--- src/rtl/strap_seq_pkg.sv ---
package strap_seq_pkg;

  localparam int MHZ_W = 9;

  typedef enum logic [1:0] {
    ST_WAIT  = 2'd0,
    ST_DELAY = 2'd1,
    ST_RUN   = 2'd2,
    ST_TEST  = 2'd3
  } seq_state_t;

  localparam logic [1:0] LVL_MID = 2'b01;

  // A high level is either upper code; bit 1 alone marks it.
  function automatic logic lvl_is_high(input logic [1:0] lvl);
    return lvl[1];
  endfunction

  function automatic logic [MHZ_W-1:0] code_to_mhz(input logic [1:0] code,
                                                   input logic       dbl);
    logic [MHZ_W-1:0] base;
    case (code)
      2'b00:   base = 9'd100;
      2'b01:   base = 9'd200;
      2'b10:   base = 9'd133;
      default: base = 9'd166;
    endcase
    if (dbl) begin
      case (code)
        2'b00:   base = 9'd200;
        2'b01:   base = 9'd400;
        2'b10:   base = 9'd266;
        default: base = 9'd333;
      endcase
    end
    return base;
  endfunction

endpackage

--- src/rtl/strap_sync.sv ---
module strap_sync #(
  parameter int          W       = 4,
  parameter int          STAGES  = 2,
  parameter logic [W-1:0] RST_VAL = '0
) (
  input  logic         clk,
  input  logic         rst,
  input  logic [W-1:0] d,
  output logic [W-1:0] q
);

  logic [W-1:0] chain [STAGES];

  for (genvar i = 0; i < STAGES; i++) begin : g_stage
    if (i == 0) begin : g_first
      always_ff @(posedge clk) begin
        if (rst) chain[i] <= RST_VAL;
        else     chain[i] <= d;
      end
    end else begin : g_next
      always_ff @(posedge clk) begin
        if (rst) chain[i] <= RST_VAL;
        else     chain[i] <= chain[i-1];
      end
    end
  end

  assign q = chain[STAGES-1];

endmodule

--- src/rtl/strap_fsm.sv ---
module strap_fsm
  import strap_seq_pkg::*;
#(
  parameter int DELAY_CYC = 3600
) (
  input  logic       clk,
  input  logic       rst,
  input  logic       pg_n_s,
  input  logic       a_s,
  input  logic [1:0] b_s,
  output logic [1:0] cpu_code,
  output logic       code_valid,
  output logic       test_mode,
  output logic       out_en
);

  localparam int CW = $clog2(DELAY_CYC + 1);
  localparam logic [CW-1:0] LAST = CW'(DELAY_CYC - 1);

  seq_state_t    state;
  logic [CW-1:0] cnt;

  always_ff @(posedge clk) begin
    if (rst) begin
      state      <= ST_WAIT;
      cnt        <= '0;
      cpu_code   <= 2'b00;
      code_valid <= 1'b0;
      test_mode  <= 1'b0;
      out_en     <= 1'b0;
    end else begin
      case (state)
        ST_WAIT: begin
          if (!pg_n_s) begin
            if (b_s == LVL_MID) begin
              state     <= ST_TEST;
              test_mode <= 1'b1;
            end else begin
              state      <= ST_DELAY;
              cpu_code   <= {a_s, lvl_is_high(b_s)};
              code_valid <= 1'b1;
              cnt        <= '0;
            end
          end
        end
        ST_DELAY: begin
          if (cnt == LAST) begin
            state  <= ST_RUN;
            out_en <= 1'b1;
          end else begin
            cnt <= cnt + 1'b1;
          end
        end
        default: state <= state;
      endcase
    end
  end


  en_hold_chk: assert property (@(posedge clk) disable iff (rst)
    out_en |=> out_en);


  test_no_en_chk: assert property (@(posedge clk) disable iff (rst)
    test_mode |-> (!out_en && !code_valid));


  test_sticky_chk: assert property (@(posedge clk) disable iff (rst)
    test_mode |=> test_mode);


  code_lock_chk: assert property (@(posedge clk) disable iff (rst)
    code_valid |=> (code_valid && $stable(cpu_code)));

endmodule

--- src/rtl/freq_decode.sv ---
module freq_decode
  import strap_seq_pkg::*;
(
  input  logic             clk,
  input  logic             rst,
  input  logic [1:0]       code,
  input  logic             valid,
  input  logic             dbl,
  output logic [MHZ_W-1:0] cpu_mhz
);

  always_ff @(posedge clk) begin
    if (rst)        cpu_mhz <= '0;
    else if (valid) cpu_mhz <= code_to_mhz(code, dbl);
    else            cpu_mhz <= '0;
  end


  mhz_idle_chk: assert property (@(posedge clk) disable iff (rst)
    !$past(valid) |-> (cpu_mhz == '0));


  mhz_nonzero_chk: assert property (@(posedge clk) disable iff (rst)
    $past(valid) |-> (cpu_mhz >= 9'd100));

endmodule

--- src/rtl/strap_seq_ctrl.sv ---
module strap_seq_ctrl
  import strap_seq_pkg::*;
#(
  parameter int DELAY_CYC   = 3600,
  parameter int SYNC_STAGES = 2
) (
  input  logic             clk,
  input  logic             rst,
  input  logic             pwrgd_n,
  input  logic             sel_a,
  input  logic [1:0]       sel_b,
  input  logic             dbl_sel,
  output logic [1:0]       cpu_code,
  output logic [MHZ_W-1:0] cpu_mhz,
  output logic             out_en,
  output logic             test_mode,
  output logic             test_hiz
);

  localparam int SW = 4;

  logic [SW-1:0] raw_in, syn_in;
  logic          code_valid;

  assign raw_in = {pwrgd_n, sel_a, sel_b};

  strap_sync #(.W(SW), .STAGES(SYNC_STAGES), .RST_VAL(4'b1000)) u_sync (
    .clk (clk),
    .rst (rst),
    .d   (raw_in),
    .q   (syn_in)
  );

  strap_fsm #(.DELAY_CYC(DELAY_CYC)) u_fsm (
    .clk        (clk),
    .rst        (rst),
    .pg_n_s     (syn_in[3]),
    .a_s        (syn_in[2]),
    .b_s        (syn_in[1:0]),
    .cpu_code   (cpu_code),
    .code_valid (code_valid),
    .test_mode  (test_mode),
    .out_en     (out_en)
  );

  freq_decode u_dec (
    .clk     (clk),
    .rst     (rst),
    .code    (cpu_code),
    .valid   (code_valid),
    .dbl     (dbl_sel),
    .cpu_mhz (cpu_mhz)
  );

  // Sub-mode follows the binary strap without a clock, as required in test mode.
  assign test_hiz = test_mode & sel_a;


  hiz_gate_chk: assert property (@(posedge clk) disable iff (rst)
    test_hiz |-> test_mode);

endmodule

--- config.mk ---
export PLATFORM = sky130hd
export DESIGN_NAME = strap_seq_ctrl
export DESIGN_NICKNAME = d
export VERILOG_FILES = /design/src/rtl/strap_seq_pkg.sv /design/src/rtl/strap_sync.sv /design/src/rtl/strap_fsm.sv /design/src/rtl/freq_decode.sv /design/src/rtl/strap_seq_ctrl.sv
export SDC_FILE = /design/constraint.sdc
export NUM_CORES = 1
export LEC_CHECK = 0
export BUFFER_PORTS_ARGS = -buffer_cell sky130_fd_sc_hd__buf_2
export CAP_MARGIN = 20
export CELL_PAD_IN_SITES_DETAIL_PLACEMENT = 1
export CELL_PAD_IN_SITES_GLOBAL_PLACEMENT = 1
export CORE_ASPECT_RATIO = 0.6
export CORE_MARGIN = 10
export CORE_UTILIZATION = 42
export DETAILED_ROUTE_END_ITERATION = 8
export PLACE_DENSITY_LB_ADDON = 0.1
export SETUP_SLACK_MARGIN = 0.3
export SLEW_MARGIN = 25
export SYNTH_ARGS = -nofsm -noshare
export SYNTH_HDL_FRONTEND = slang
export SYNTH_SLANG_ARGS = --single-unit
--- constraint.sdc ---
create_clock -name clk -period 2.4 [get_ports clk]
set_input_delay 0.24 -clock clk [delete_from_list [all_inputs] [get_ports clk]]
set_output_delay 0.24 -clock clk [all_outputs]
set_load 0.03 [all_outputs]
==> run summary, run 1 <==
setup TNS = 0 ps
total CTS buffers = 5
Netlist cell types = 35
TritonRoute pass-1 iters = 4
Max Root-Sink Buffers = 2
Critical Path AT = 2060 ps
Setup Fix Bufs, Post-CTS = 0
top-area cell type share of the netlist area = 0.466
worst path bufs/invs = 0
Synth area leaders = dfxtp_1 (47%), ha_1 (5.7%), a21oi_1 (5.2%)
Syn Nets = 184
share of cells above drive strength 1 = 0.168
area fraction in compound gates after synthesis = 0.194
routed vias = 1,326
Mapped Avg Cell Area = 9.10 um2
Crit Path Class = reg -> reg
Synth Area in XOR/XNOR = 0.00566
count of input and output buffers = 20
Fin. Hold Viols = 0
Synth Area in Adders = 0.0566
pre-CTS WS = 459 ps
Worst Setup End Kind = flop
status = completed
clk_skew = 2.99 ps
PnR worst setup slack = 494 ps
Synth top cells by count = dfxtp_1 (36), nor2_1 (18), a21oi_1 (16), o21ai_0 (11), nor2b_1 (9)
Final Wtd Congestion = 0.874
maxcap violations = 0
CP max stage delay = 390 ps
Lkg Pwr = 0.735 nW
VDD IR max = 0.356 mV
crit share post-route = 0.794
largest area contributor in the netlist = dfxtp_1
Post-DP HPWL = 2930 um
drt drc = 0
crit start category = flop
Worst-Margin Slew = 714 ps
Starting Density = 0.454
antenna violations before repair = 0
Routed WL = 3950 um
worst path required time = 2550 ps
Routed Antenna Nets = 0
die width = 98.3 um
fin. max-slew vios = 0
CP top delay family = simple AND/OR/NAND/NOR gates
FMAX = 525 MHz
Tot Pwr = 1.13 mW
Area Overhead vs Synth = 13.8%
Nets = 204
vias in the first global route = 1,358
Die Height = 67 um
Worst Hold Launch = pwrgd_n
PwrDens = 641 nW/um2
Die Area = 6590 um2
# rows = 16
# IOs = 21
main combinational cell family by area after synthesis = simple AND/OR/NAND/NOR gates
Overall Global Routing Usage = 0.124
Layout Cells excl Fill = 236
H-Tree Depth = 2
Hold WC Path Type = in -> reg
DRT iter0 DRCs = 89
DR WL/cell = 16.7 um
register area = 721 um2
slew margin rel. = 0.523
global-route wire length before repair = 6600 um
reg-to-reg startpoint = u_fsm.cnt[0]$_SDFFE_PP0P_
Tmin final = 1910 ps
mux cell area share after synthesis = 0.0194
Core ar. = 3400 um2
Synth Register Bits = 36
drt via density = 5.62
later-pin clock latency in the skew report = 280 ps
fillers = 416
Crit Path Max Fanout = 8
largest net degree at the start of global routing = 22
Final setup viols = 0
multi-input logic area = 769 um2
Primary FF master, synth = dfxtp_1
total grt overflow = 0
Crit-path slowest cell = dfxtp_1
Clock Sink Count = 36
asr flop ratio synth = 0
CTS tree = built
Simple-Gate Fraction of Synth Area = 0.221
RSZ-0062 raised after global routing = no
EDFF count, synth = 0
Hold Slack = 137 ps
Synth Instances = 170
crit path launch = u_fsm.cnt[0]$_SDFFE_PP0P_
Placed Cells = 228
clock-pin slew on the worst setup and hold paths = 70 ps
Ys Warns = 0
mapped cell area = 1550 um2
most common cell in the synthesized netlist = dfxtp_1
CTS Root Buffer Type = clkbuf_8
# diodes = 0
critical path cell sequence = ha_1 > and3_1 > and4b_2 > o31ai_1 > o21ai_0
Seq/Total Area, Yosys = 0.466
timing repair:
| action | in CTS | in global routing |
|---|---|---|
| hold buffers | 0 | 0 |
| resized for setup | 0 | 1 |
| endpoints found under the setup margin | 0 | 2 |
sequential cells by signal, summed over array words and instances, names as in the netlist:
signal,count
u_fsm.state,2
u_fsm.cpu_code,2
u_fsm.test_mode,1
u_fsm.cnt,12
u_dec.cpu_mhz,9
u_fsm.out_en,1
u_fsm.code_valid,1
u_sync.chain,8
final cells by class:
| cell class | instances | share of cell area |
|---|---|---|
| multi-input combinational | 121 | 0.437 |
| tap | 45 | 0.0320 |
| timing repair buffer | 20 | 0.0569 |
| clock buffer | 8 | 0.0512 |
| inverter | 6 | 0.0128 |
| sequential | 36 | 0.410 |
metrics by stage:
step | area, um2 | util
after floorplan | 1550 | -
after global placement | 1670 | 0.490
after detailed placement | 1670 | 0.490
after CTS | 1760 | 0.517
after global routing | 1760 | 0.517
final | 1760 | 0.517
report_power, final:
part	switching, mW	total [mW]	internal, mW
combinational	0.0423	0.0680	0.0258
sequential	0.0109	0.622	0.611
clock	0.203	0.437	0.234
cell families (layout without fill, tap and decap cells):
kind of cell	after synthesis	after routing
compound gates	47	47
xor+xnor	1	1
fa+ha+maj	7	7
buf+inv	13	34
flops	36	36
mux	3	3
simple gates	63	63
per-layer routing:
| metal | routed length (um) | track usage | vias up | part of all wire |
|---|---|---|---|---|
| li1 | - | - | 646 | - |
| met1 | 1880 | 0.154 | 626 | 0.47 |
| met2 | 1640 | 0.174 | 49 | 0.41 |
| met3 | 402 | 0.0659 | 5 | 0.10 |
| met4 | 36 | 0.0480 | 0 | 0.0091 |
| met5 | 0 | 0 | - | 0 |
worst paths after layout:
| check | to | slack [ps] | cells past startpoint |
|---|---|---|---|
| setup / recovery | u_fsm.cnt[5]$_SDFFE_PP0P_ | 490 | 5 |
| hold / removal | u_sync.chain[0][3]$_SDFF_PP1_ | 140 | 2 |
| setup reg to reg | u_fsm.cnt[5]$_SDFFE_PP0P_ | 490 | 5 |
| hold reg to reg | u_sync.chain[1][3]$_SDFF_PP1_ | 420 | 1 |
cells in the final DEF (no fill, tap or decap), types with 2 or more instances in the layout:
master / Yosys / routed
dfxtp_1: 36 / 36
buf_2: 1 / 20
nor2_1: 18 / 18
a21oi_1: 16 / 16
o21ai_0: 11 / 11
nor2b_1: 9 / 9
o31ai_1: 8 / 8
nand2_1: 8 / 8
ha_1: 7 / 7
inv_1: 6 / 6
clkbuf_8: 0 / 6
nand3_1: 5 / 5
a31oi_1: 5 / 5
nor3_1: 4 / 4
nand2b_1: 3 / 3
nand4_1: 3 / 3
mux2i_1: 3 / 3
and3_1: 2 / 2
and4b_1: 3 / 2
or2_2: 2 / 2
clkbuf_1: 5 / 2
(Power assumes the default switching activity.)
==> inputs of run 2 (changes only) <==
==> constraint.sdc (replaced) <==
create_clock -name clk -period 1.8 [get_ports clk]
set_input_delay 0.18 -clock clk [delete_from_list [all_inputs] [get_ports clk]]
set_output_delay 0.18 -clock clk [all_outputs]
set_load 0.03 [all_outputs]
==> run 2 against run 1 <==
- clock power rose by 44%
- critical path depth rose by 1
- die area did not move
- first-iteration DRC count rose by 27%
- flip-flop and latch count did not move
- non-clock buffer count rose by 17
- cell area rose by 14%
- combinational power rose by 79%
- clock skew rose by 1.0 ps
- register-to-register slack got worse by 240 ps
- critical endpoint is now u_fsm.cnt[2]$_SDFFE_PP0P_
==> run summary, run 2 (same netlist as run 1, synthesis figures left out) <==
Tmin final = 1550 ps
Crit Path Max Fanout = 7
Crit Path Class = reg -> reg
Worst Setup End Kind = flop
Max Root-Sink Buffers = 2
die width = 98.3 um
Hold WC Path Type = in -> reg
Clock Sink Count = 36
Int Pwr = 1.20 mW
Overall Global Routing Usage = 0.126
later-pin clock latency in the skew report = 290 ps
# diodes = 0
drt via density = 5.69
Worst-Margin Slew = 698 ps
most frequent cells in the layout = dfxtp_1 (29), buf_2 (20), nor2_1 (18), a21oi_1 (16), buf_4 (15)
routed vias = 1,435
Area Overhead vs Synth = 29.1%
total CTS buffers = 5
Worst Hold Launch = pwrgd_n
critical path cell sequence = ha_4 > and3_4 > and4b_2 > buf_6 > o31ai_2 > o21ai_1
PwrDens = 788 nW/um2
setup slack, reg-to-reg = 250 ps
power share of the sequential group = 0.523
status = completed
CP max stage delay = 370 ps
most flop-heavy register = u_fsm.cnt
Routed WL = 4450 um
VDD IR max = 0.770 mV
end of the worst hold path = u_sync.chain[0][3]$_SDFF_PP1_
H-Tree Depth = 2
end of the worst register-to-register path = u_fsm.cnt[2]$_SDFFE_PP0P_
Die Area = 6590 um2
CTS tree = built
crit share post-route = 0.860
biggest regs = u_fsm.cnt x12, u_dec.cpu_mhz x9, u_sync.chain x8
maxcap violations = 0
total grt overflow = 0
worst path required time = 1970 ps
crit start category = flop
drt drc = 0
WHS Path Cells = 2
Core ar. = 3400 um2
max reg flops = 12
DR WL/cell = 17.7 um
count of input and output buffers = 20
largest net degree at the start of global routing = 21
# IOs = 21
commonest non-fill, non-tap cell in the layout = dfxtp_1
fin. max-slew vios = 0
reg-to-reg startpoint = u_fsm.cnt[0]$_SDFFE_PP0P_
setup TNS = 0 ps
share of cells above drive strength 1 = 0.338
Final setup viols = 0
combinational power share = 0.078
Routed Antenna Nets = 0
FMAX = 646 MHz
Reg2Reg Depth = 6
antenna violations before repair = 0
TritonRoute pass-1 iters = 4
global-route wire length before repair = 6760 um
Post-DP HPWL = 2920 um
Die Height = 67 um
vias in the first global route = 1,390
multi-input logic area = 845 um2
clock-pin slew on the worst setup and hold paths = 70 ps
CTS Root Buffer Type = clkbuf_8
dpl cell area = 1710 um2
Final Wtd Congestion = 0.942
Psw = 0.371 mW
Hold Slack = 81.3 ps
Sw Share = 0.236
clk_skew = 4.04 ps
DRT iter0 DRCs = 113
Critical Path AT = 1710 ps
Lkg Pwr = 0.813 nW
slew margin rel. = 0.531
fillers = 397
Starting Density = 0.454
post-route design area = 2000 um2
Fin. Hold Viols = 0
RSZ-0062 raised after global routing = yes
# rows = 16
crit path launch = u_fsm.cnt[0]$_SDFFE_PP0P_
register area = 742 um2
Crit-path slowest cell = dfxtp_4
part of the power in the clock network = 0.399
hold buffers post-CTS = 0
Nets = 221
==> run 2: cell count changes in the layout (fill, tap and decap cells not counted), moves of 4 or more <==
cell     change
buf_4       +15
o31ai_1      -5
o21ai_0      -5
o21ai_1      +5
dfxtp_4      +5
o31ai_2      +4
dfxtp_1      -7
==> run 2: how the worst max path moves through the flow <==
| stage | cells after the start | slack (ps) | endpoint |
|---|---|---|---|
| 2_1_floorplan | 5 | 300 | u_fsm.cnt[10]$_SDFFE_PP0P_ |
| 3_3_place_gp | 4 | 180 | u_fsm.cnt[9]$_SDFFE_PP0P_ |
| 3_5_place_dp | 4 | 100 | u_fsm.cnt[6]$_SDFFE_PP0P_ |
| 4_1_cts | 6 | 280 | u_fsm.cnt[4]$_SDFFE_PP0P_ |
| 5_1_grt | 6 | 210 | u_fsm.cnt[4]$_SDFFE_PP0P_ |
| 6_report | 6 | 250 | u_fsm.cnt[2]$_SDFFE_PP0P_ |
==> run 2: repair_timing <==
item                       in CTS  in global routing
setup endpoints to repair      10                 13
buffers inserted                5                  9
pin swaps                       0                  2
resized for setup              11                 15
==> run 2: cell type report <==
type                            count  share of cell area
Sequential cell                    36               0.372
Tap cell                           45              0.0282
Timing Repair Buffer               37               0.118
Clock buffer                        7              0.0482
Inverter                            6              0.0113
Multi-Input combinational cell    121               0.423
==> run 2: power groups by stage <==
stage	clock [mW]	combinational (mW)	sequential [mW]
2_1_floorplan	0	0.0611	0.849
3_3_place_gp	0	0.0887	0.845
3_5_place_dp	0	0.0934	0.847
4_1_cts	0.635	0.104	0.826
5_1_grt	0.666	0.132	0.824
6_report	0.628	0.122	0.823
==> run 2: through the flow <==
stage                     setup WS, ps  instances   util  power [mW]
after detailed placement           104        231  0.504       0.940
after global placement             180        231  0.504       0.934
after floorplan                    300        170      -       0.910
final                              252        252  0.587        1.57
after global routing               213        252  0.587        1.62
after CTS                          280        243  0.555        1.57
==> run 2: worst max-delay path, delay by kind of cell, from the launching register on <==
kind / cells / cell delay, ps
AOI/OAI and AO/OA: 2 / 290
adders and majority gates: 1 / 170
buffers and inverters: 1 / 140
DFF: 1 / 370
and+or+nand+nor: 2 / 460
==> run 2: routing by layer <==
layer | vias up | track usage | wire length [um]
met4 | 0 | 0.0409 | 115
met2 | 45 | 0.193 | 1950
met1 | 698 | 0.164 | 2150
li1 | 678 | - | -
met5 | - | 0 | 0
met3 | 14 | 0.0402 | 240
